==> src/rtl/pmon_pkg.sv <==
package pmon_pkg;
    localparam int ADDR_W = 16;
    localparam int DATA_W = 8;
    localparam int SLIP_W = 8;
    localparam int ZV_W   = 2 * DATA_W;

    localparam logic [ADDR_W-1:0] SLIP_ADDR  = 16'h090F;
    localparam logic [ADDR_W-1:0] ZV_HI_ADDR = 16'h0910;
    localparam logic [ADDR_W-1:0] ZV_LO_ADDR = 16'h0911;

    typedef enum logic [1:0] {
        SEL_NONE,
        SEL_SLIP,
        SEL_ZV_HI,
        SEL_ZV_LO
    } rd_sel_e;

    // One decoded access: which byte to return and which side effects to apply
    typedef struct packed {
        rd_sel_e sel;
        logic    clr_slip;
        logic    clr_zv;
        logic    cap_snap;
    } rd_ctl_t;

    function automatic logic [DATA_W-1:0] upper_byte(input logic [ZV_W-1:0] v);
        return v[ZV_W-1 -: DATA_W];
    endfunction

    function automatic logic [DATA_W-1:0] lower_byte(input logic [ZV_W-1:0] v);
        return v[DATA_W-1:0];
    endfunction
endpackage

==> src/rtl/pmon_sat_ctr.sv <==
module pmon_sat_ctr #(
    parameter int W = 8
) (
    input  logic         clk,
    input  logic         rst,
    input  logic         inc,
    input  logic         clr,
    output logic [W-1:0] cnt
);
    localparam logic [W-1:0] ONE  = {{(W-1){1'b0}}, 1'b1};
    localparam logic [W-1:0] TOP  = {W{1'b1}};

    always_ff @(posedge clk) begin
        if (rst) begin
            cnt <= '0;
        end else if (clr) begin
            // a strobe in the clearing cycle becomes the first count of the new interval
            cnt <= inc ? ONE : '0;
        end else if (inc && (cnt != TOP)) begin
            cnt <= cnt + ONE;
        end
    end
endmodule

==> src/rtl/pmon_rd_decode.sv <==
module pmon_rd_decode
    import pmon_pkg::*;
#(
    parameter logic [ADDR_W-1:0] A_SLIP  = SLIP_ADDR,
    parameter logic [ADDR_W-1:0] A_ZV_HI = ZV_HI_ADDR,
    parameter logic [ADDR_W-1:0] A_ZV_LO = ZV_LO_ADDR
) (
    input  logic              rd_en,
    input  logic [ADDR_W-1:0] rd_addr,
    output rd_ctl_t           ctl
);
    always_comb begin
        ctl = '{sel: SEL_NONE, clr_slip: 1'b0, clr_zv: 1'b0, cap_snap: 1'b0};
        if (rd_en) begin
            if (rd_addr == A_SLIP) begin
                ctl.sel      = SEL_SLIP;
                ctl.clr_slip = 1'b1;
            end else if (rd_addr == A_ZV_HI) begin
                ctl.sel      = SEL_ZV_HI;
                ctl.clr_zv   = 1'b1;
                ctl.cap_snap = 1'b1;
            end else if (rd_addr == A_ZV_LO) begin
                ctl.sel      = SEL_ZV_LO;
            end
        end
    end
endmodule

==> src/rtl/perf_evt_counters.sv <==
module perf_evt_counters
    import pmon_pkg::*;
#(
    parameter logic [ADDR_W-1:0] A_SLIP  = SLIP_ADDR,
    parameter logic [ADDR_W-1:0] A_ZV_HI = ZV_HI_ADDR,
    parameter logic [ADDR_W-1:0] A_ZV_LO = ZV_LO_ADDR
) (
    input  logic              clk,
    input  logic              rst,
    input  logic              slip_evt,
    input  logic              zv_evt,
    input  logic              rd_en,
    input  logic [ADDR_W-1:0] rd_addr,
    output logic [DATA_W-1:0] rd_data
);
    rd_ctl_t           ctl;
    logic [SLIP_W-1:0] slip_cnt;
    logic [ZV_W-1:0]   zv_cnt;
    logic [ZV_W-1:0]   zv_snap;
    logic [DATA_W-1:0] rd_next;

    pmon_rd_decode #(
        .A_SLIP  (A_SLIP),
        .A_ZV_HI (A_ZV_HI),
        .A_ZV_LO (A_ZV_LO)
    ) u_decode (
        .rd_en   (rd_en),
        .rd_addr (rd_addr),
        .ctl     (ctl)
    );

    pmon_sat_ctr #(.W(SLIP_W)) u_slip_ctr (
        .clk (clk),
        .rst (rst),
        .inc (slip_evt),
        .clr (ctl.clr_slip),
        .cnt (slip_cnt)
    );

    pmon_sat_ctr #(.W(ZV_W)) u_zv_ctr (
        .clk (clk),
        .rst (rst),
        .inc (zv_evt),
        .clr (ctl.clr_zv),
        .cnt (zv_cnt)
    );

    // Holding register: loaded by the upper-byte read, feeds the lower-byte read
    always_ff @(posedge clk) begin
        if (rst) begin
            zv_snap <= '0;
        end else if (ctl.cap_snap) begin
            zv_snap <= zv_cnt;
        end
    end

    always_comb begin
        unique case (ctl.sel)
            SEL_SLIP:  rd_next = DATA_W'(slip_cnt);
            SEL_ZV_HI: rd_next = upper_byte(zv_cnt);
            SEL_ZV_LO: rd_next = lower_byte(zv_snap);
            default:   rd_next = '0;
        endcase
    end

    always_ff @(posedge clk) begin
        if (rst) begin
            rd_data <= '0;
        end else begin
            rd_data <= rd_next;
        end
    end
endmodule

==> config.mk <==
export PLATFORM = sky130hd
export DESIGN_NAME = perf_evt_counters
export DESIGN_NICKNAME = d
export VERILOG_FILES = /design/src/rtl/pmon_pkg.sv /design/src/rtl/pmon_sat_ctr.sv /design/src/rtl/pmon_rd_decode.sv /design/src/rtl/perf_evt_counters.sv
export SDC_FILE = /design/constraint.sdc
export NUM_CORES = 1
export LEC_CHECK = 0
export CORE_UTILIZATION = 40
export DETAILED_ROUTE_END_ITERATION = 10
export GPL_TIMING_DRIVEN = 1
export PLACE_DENSITY = 0.59
export SYNTH_ARGS = -nofsm -noshare
export SYNTH_HDL_FRONTEND = slang
export SYNTH_SLANG_ARGS = --single-unit
==> constraint.sdc <==
create_clock -name clk -period 2.4 [get_ports clk]
set_clock_uncertainty 0.15 [all_clocks]
set_input_delay 0.48 -clock clk [delete_from_list [all_inputs] [get_ports clk]]
set_output_delay 0.48 -clock clk [all_outputs]
set_load 0.03 [all_outputs]
== Word-level counts from Yosys, hierarchy flattened ==
Index checks and enable logic that the tools add are counted.

* Add/subtract/negate cells: 2
* $mul: 0
* Div/mod/pow operators: 0
* $lt $le $gt $ge: 0
* Equality and inequality tests: 8
* Shifts and indexed selects: 0
* Muxes and demuxes: 14
* Bitwise logic cells: 0
* Reduce and logical (&&, ||, !) cells: 4

{| class="wikitable"
|+ Operators by type and width
! kind !! count
|-
| == test 16 x 12 -> 1 bit, second input constant || 3
|-
| 2-to-1 mux 16 bit || 2
|-
| one-hot mux 8 bit (3 select lines) || 1
|-
| adder 16 x 1 -> 16 bit, second input constant || 1
|-
| 2-to-1 mux 8 bit || 2
|-
| != test 16 bit, second input constant || 1
|-
| 2-to-1 mux 2 bit || 5
|-
| adder 8 x 1 -> 8 bit, second input constant || 1
|-
| != test 8 bit, second input constant || 1
|-
| 2-to-1 mux 5 bit || 1
|-
| == test 2 bit, second input constant || 2
|-
| nonzero test 2 bit || 2
|-
| 2-to-1 mux 1 bit || 3
|-
| == test 2 x 1 -> 1 bit, second input constant || 1
|-
| logical AND 1 bit || 2
|}

* Register bits: 40
* Latch bits: 0
* Bits in writable memories: 0
* Bits in read-only memories: 0
* Bits of input ports: 21
* Output and inout port bits: 8
* Word-level logic and storage cells: 32
* Memories kept: 0

== Logic depth before layout (Yosys ltp) ==
* Depth in word-level cells: 7
* Depth in mapped cells: 6
* Gate-level depth less buffers: 5

== Modules after synthesis ==
A second synthesis with hierarchy kept.

* Cell total of the unflattened synthesis: 228
* Area, all modules: 2052.0 um2

{| class="wikitable"
|+ Modules (own cells, without submodules)
! module !! times used !! cells each !! area an instance (um2) !! seq. area each (um2)
|-
| pmon_sat_ctr (u_zv_ctr) || 1 || 99 || 840.8 || 320.3
|-
| perf_evt_counters || 1 || 63 || 665.6 || 320.3
|-
| pmon_sat_ctr (u_slip_ctr) || 1 || 53 || 444.2 || 160.2
|-
| pmon_rd_decode || 1 || 13 || 101.3 || 0.0
|}

== Worst setup path before layout ==
No wires, ideal clock.

* Path kind: input port to flip-flop
* Start: input port rd_addr[15]
* End: register u_zv_ctr.cnt[14]
* Setup time: 0.130 ns
* Data arrival time: 1.637 ns
* Data required time: 2.120 ns
* Slack: 0.483 ns
* Stages: 5
* Buffers on the path: 1
* Cell sequence: nor4b_1 -> nand4_1 -> o21ai_4 -> clkbuf_8 -> a21oi_1

* Cells in the longest elaborated chain, start to end: 5
* Elaborated cells between the ends (all ways): 7
* Classes of those cells: 2 x eq/ne; 4 x mux; 1 x reduce/logical

{| class="wikitable"
|+ RTL lines
! what !! RTL line !! source
|-
| start: declaration || perf_evt_counters.sv:13 || <nowiki>input logic [ADDR_W-1:0] rd_addr,</nowiki>
|-
| == test 16 x 12 -> 1 bit || pmon_rd_decode.sv:18 || <nowiki>end else if (rd_addr == A_ZV_HI) begin</nowiki>
|-
| 2-to-1 mux 2 bit || pmon_rd_decode.sv:18 ||
|-
| 2-to-1 mux 2 bit * || pmon_rd_decode.sv:15 || <nowiki>if (rd_addr == A_SLIP) begin</nowiki>
|-
| 2-to-1 mux 5 bit * || pmon_rd_decode.sv:14 || <nowiki>if (rd_en) begin</nowiki>
|-
| 2-to-1 mux 16 bit / nonzero test 2 bit (equally long branches) || - ||
|-
| end signal: assignment || pmon_sat_ctr.sv:18 || <nowiki>cnt <= inc ? ONE : '0;</nowiki>
|-
| end signal: assignment || pmon_sat_ctr.sv:20 || <nowiki>cnt <= cnt + ONE;</nowiki>
|-
| end: declaration || pmon_sat_ctr.sv:8 || <nowiki>output logic [W-1:0] cnt</nowiki>
|}

Every way passes the cells marked *; elsewhere a longest branch is shown, timed or not.
A chain may end at the register's enable or synchronous reset.

== Worst setup path in the final report ==
* Start: input port rd_addr[15]
* End: register u_slip_ctr.cnt[2]

* Cells in the longest elaborated chain, start to end: 4
* Elaborated cells between the ends (all ways): 5
* Classes of those cells: 1 x eq/ne; 3 x mux; 1 x reduce/logical

{| class="wikitable"
|+ RTL lines
! what !! RTL line
|-
| == test 16 x 12 -> 1 bit * || pmon_rd_decode.sv:15
|-
| 2-to-1 mux 1 bit * || pmon_rd_decode.sv:15
|-
| 2-to-1 mux 5 bit * || pmon_rd_decode.sv:14
|-
| 2-to-1 mux 8 bit / nonzero test 2 bit (equally long branches) || -
|-
| end signal: assignment || pmon_sat_ctr.sv:18
|-
| end signal: assignment || pmon_sat_ctr.sv:20
|-
| end: declaration || pmon_sat_ctr.sv:8
|}

Marks and branches as above.

==> metrics.txt <==
Sw Share 0.214; clock input transition at the sequential cells of the worst setup and hold paths 0.07 ns; RSZ-0062 raised after global routing false; library cells used by synthesis 50; max incr delay on CP 0.40 ns; CTS tree yes; Total Die Area 5510 um2; Lkg Pwr 0.833 nW; commonest non-fill, non-tap cell in the layout dfxtp_1; status finished, final reports clean; Final Hold Vio Count 0; CP startpoint rd_addr[15]; Skew-Pair Late Insertion Delay 0.29 ns; Req. time, crit path 2.40 ns; Slew HR 0.625; Sequential Power Share 0.518; largest net degree at the start of global routing 24; vias in the first global route 1682; YS warnings 0; Hold Path Class flop to flop; Mapped Area 2090 um2; worst reg2reg setup slack 0.49 ns; VDD IR-drop max 0.000244 V; register area share after synthesis 0.384; Clk pwr share 0.417; area delta synth->final 25.1%; Root Buffer clkbuf_8; Fmax 485 MHz; Hold Crit Start zv_snap[1]; DRT Pass-1 Iters 5; Inserted Diodes 0; number of max-cap violations 0; DP HPWL 3600 um; Hold Path Stages 2; RR Endpoint u_zv_ctr.cnt[14]; H-tree depth 2; CTS Buf Count 5; total grt overflow 0; launching element type of the critical path primary input; nets@finish 302; global-route wire length before repair 8330 um; Max clock buf depth 2; RePlAce Congestion 0.777; Ports 29; via/cell ratio 5.59; per-cell routed wire length 14.1 um; CTS Hold Bufs 0; cell row count 25; CP Capture Type flop; min cycle time layout 2.06 ns; Initial Utilization 0.427; GRT Total Usage 0.199; CP Cell Sequence clkdlybuf4s50_1, nor4b_1, and4_1, buf_4, and2_1, a2111oi_0; CTS resizes 0; initial antenna violation count 0; Final setup viols 0; Slew @ Worst Pin 0.558 ns; NetSw 279 uW; I/O Buffers 28; Initial DRC Count 125; Int Pwr 1.03 mW; Vias 1940; Chip Height 74.2 um; Power Dens Cells 500 nW/um2; post-CTS setup buffer count 0; DRC 0; Synth Area per Inst 8.55 um2; share of layout cells above drive strength 1 0.136; most frequent cells in the layout dfxtp_1 (40), nand3_1 (31), a21oi_1 (30); Core Region 4880 um2; worst-path fanout max 7; critical path class primary input to flop; FF-to-FF path depth 5; Net Count, Synth 267; FF-to-FF Start u_zv_ctr.cnt[0]; cell with the largest stage delay on the worst path clkdlybuf4s50_1; Fin Hold WS 0.324 ns; Final Max Slew Viols 0; Routed WL 4880 um; Post-DRT Antenna Nets 0; Worst Path Arrival 2.06 ns; Final period util 0.859; DIE WIDTH 74.2 um; hold endpoint zv_snap[1]; setup_tns 0 ns; post-synthesis cell count 244; Comb power frac 0.065; CTS Sinks 40; synthesis-stage register bit count 40
==> per-stage QoR <==
step	instances	area (um2)	power, mW	util	worst slack, ns
6_report	347	2610	1.31	0.535	0.339
5_1_grt	347	2610	1.35	0.535	0.194
4_1_cts	347	2610	1.32	0.535	0.350
3_5_place_dp	339	2500	0.777	0.513	0.0526
3_3_place_gp	339	2500	0.776	0.513	0.0617
2_1_floorplan	244	2090	0.729	-	0.483
==> worst max path at each step <==
stage / end / slack (ns) / depth (start not counted)
after floorplan: u_zv_ctr.cnt[14] / 0.48 / 5
after global placement: u_slip_ctr.cnt[2] / 0.06 / 6
after detailed placement: u_slip_ctr.cnt[2] / 0.05 / 6
after CTS: u_slip_ctr.cnt[2] / 0.35 / 6
after global routing: u_slip_ctr.cnt[3] / 0.19 / 6
final: u_slip_ctr.cnt[2] / 0.34 / 6
==> kinds of logic after synthesis <==
logic type	Yosys count	share of synthesized area
simple gates	99	0.289
compound gates	69	0.202
flops	40	0.384
buf+inv	21	0.0504
mux	8	0.0426
xor+xnor	5	0.0210
fa+ha+maj	2	0.0120
==> cell type report <==
type / instances / area, um2
Fill cell: 453 / 2270
Timing Repair Buffer: 42 / 410
Multi-Input combinational cell: 183 / 1180
Tap cell: 67 / 83.8
Clock inverter: 2 / 35.0
Clock buffer: 6 / 72.6
Sequential cell: 40 / 801
Inverter: 7 / 26.3
==> cell usage after synthesis, drive strengths merged <==
cell,number,area share
a2111oi,3,0.013
a211oi,2,0.0072
a21oi,31,0.076
a311o,1,0.0048
a31oi,1,0.0030
and2,3,0.0090
and3,2,0.0060
and4,5,0.021
buf,8,0.022
clkbuf,6,0.016
dfxtp,40,0.38
ha,2,0.012
inv,7,0.013
mux2,7,0.038
mux2i,1,0.0048
nand2,10,0.018
nand3,31,0.074
nand3b,1,0.0036
nand4,9,0.040
nand4b,1,0.0042
nor2,6,0.011
nor3,8,0.019
nor3b,1,0.0036
nor4,3,0.0090
nor4b,2,0.0084
nor4bb,1,0.0048
o2111ai,2,0.0084
o211ai,1,0.0036
o21ai,18,0.049
o2bb2ai,1,0.0042
o31ai,8,0.029
o41ai,1,0.0042
or2,2,0.0060
or3,9,0.030
or4,5,0.020
xnor2,3,0.013
xor2,2,0.0084
==> per-layer routing <==
layer  global-route usage  wire [um]  up-vias
met4               0.0587         22        0
met3               0.0366        226        2
met5                    0          0        -
met2                0.290       2100       60
met1                0.296       2520      877
li1                     -          -     1001
==> critical path, delay by kind of cell <==
| family | cells | cell delay [ns] |
|---|---|---|
| simple gates | 3 | 0.92 |
| compound gates | 1 | 0.10 |
| buf+inv | 2 | 0.56 |
==> registers in the layout, summed over array words and instances (netlist names) <==
name,count
u_zv_ctr.cnt,16
u_slip_ctr.cnt,8
rd_data,8
zv_snap,8
==> power groups by stage <==
| stage | registers (mW) | clock network [mW] | logic, mW |
|---|---|---|---|
| detailed placement | 0.692 | 0 | 0.0852 |
| global placement | 0.692 | 0 | 0.0845 |
| floorplan | 0.690 | 0 | 0.0397 |
| CTS | 0.676 | 0.555 | 0.0853 |
| finish | 0.677 | 0.544 | 0.0849 |
| global route | 0.678 | 0.580 | 0.0936 |
(Power assumes the default switching activity.)
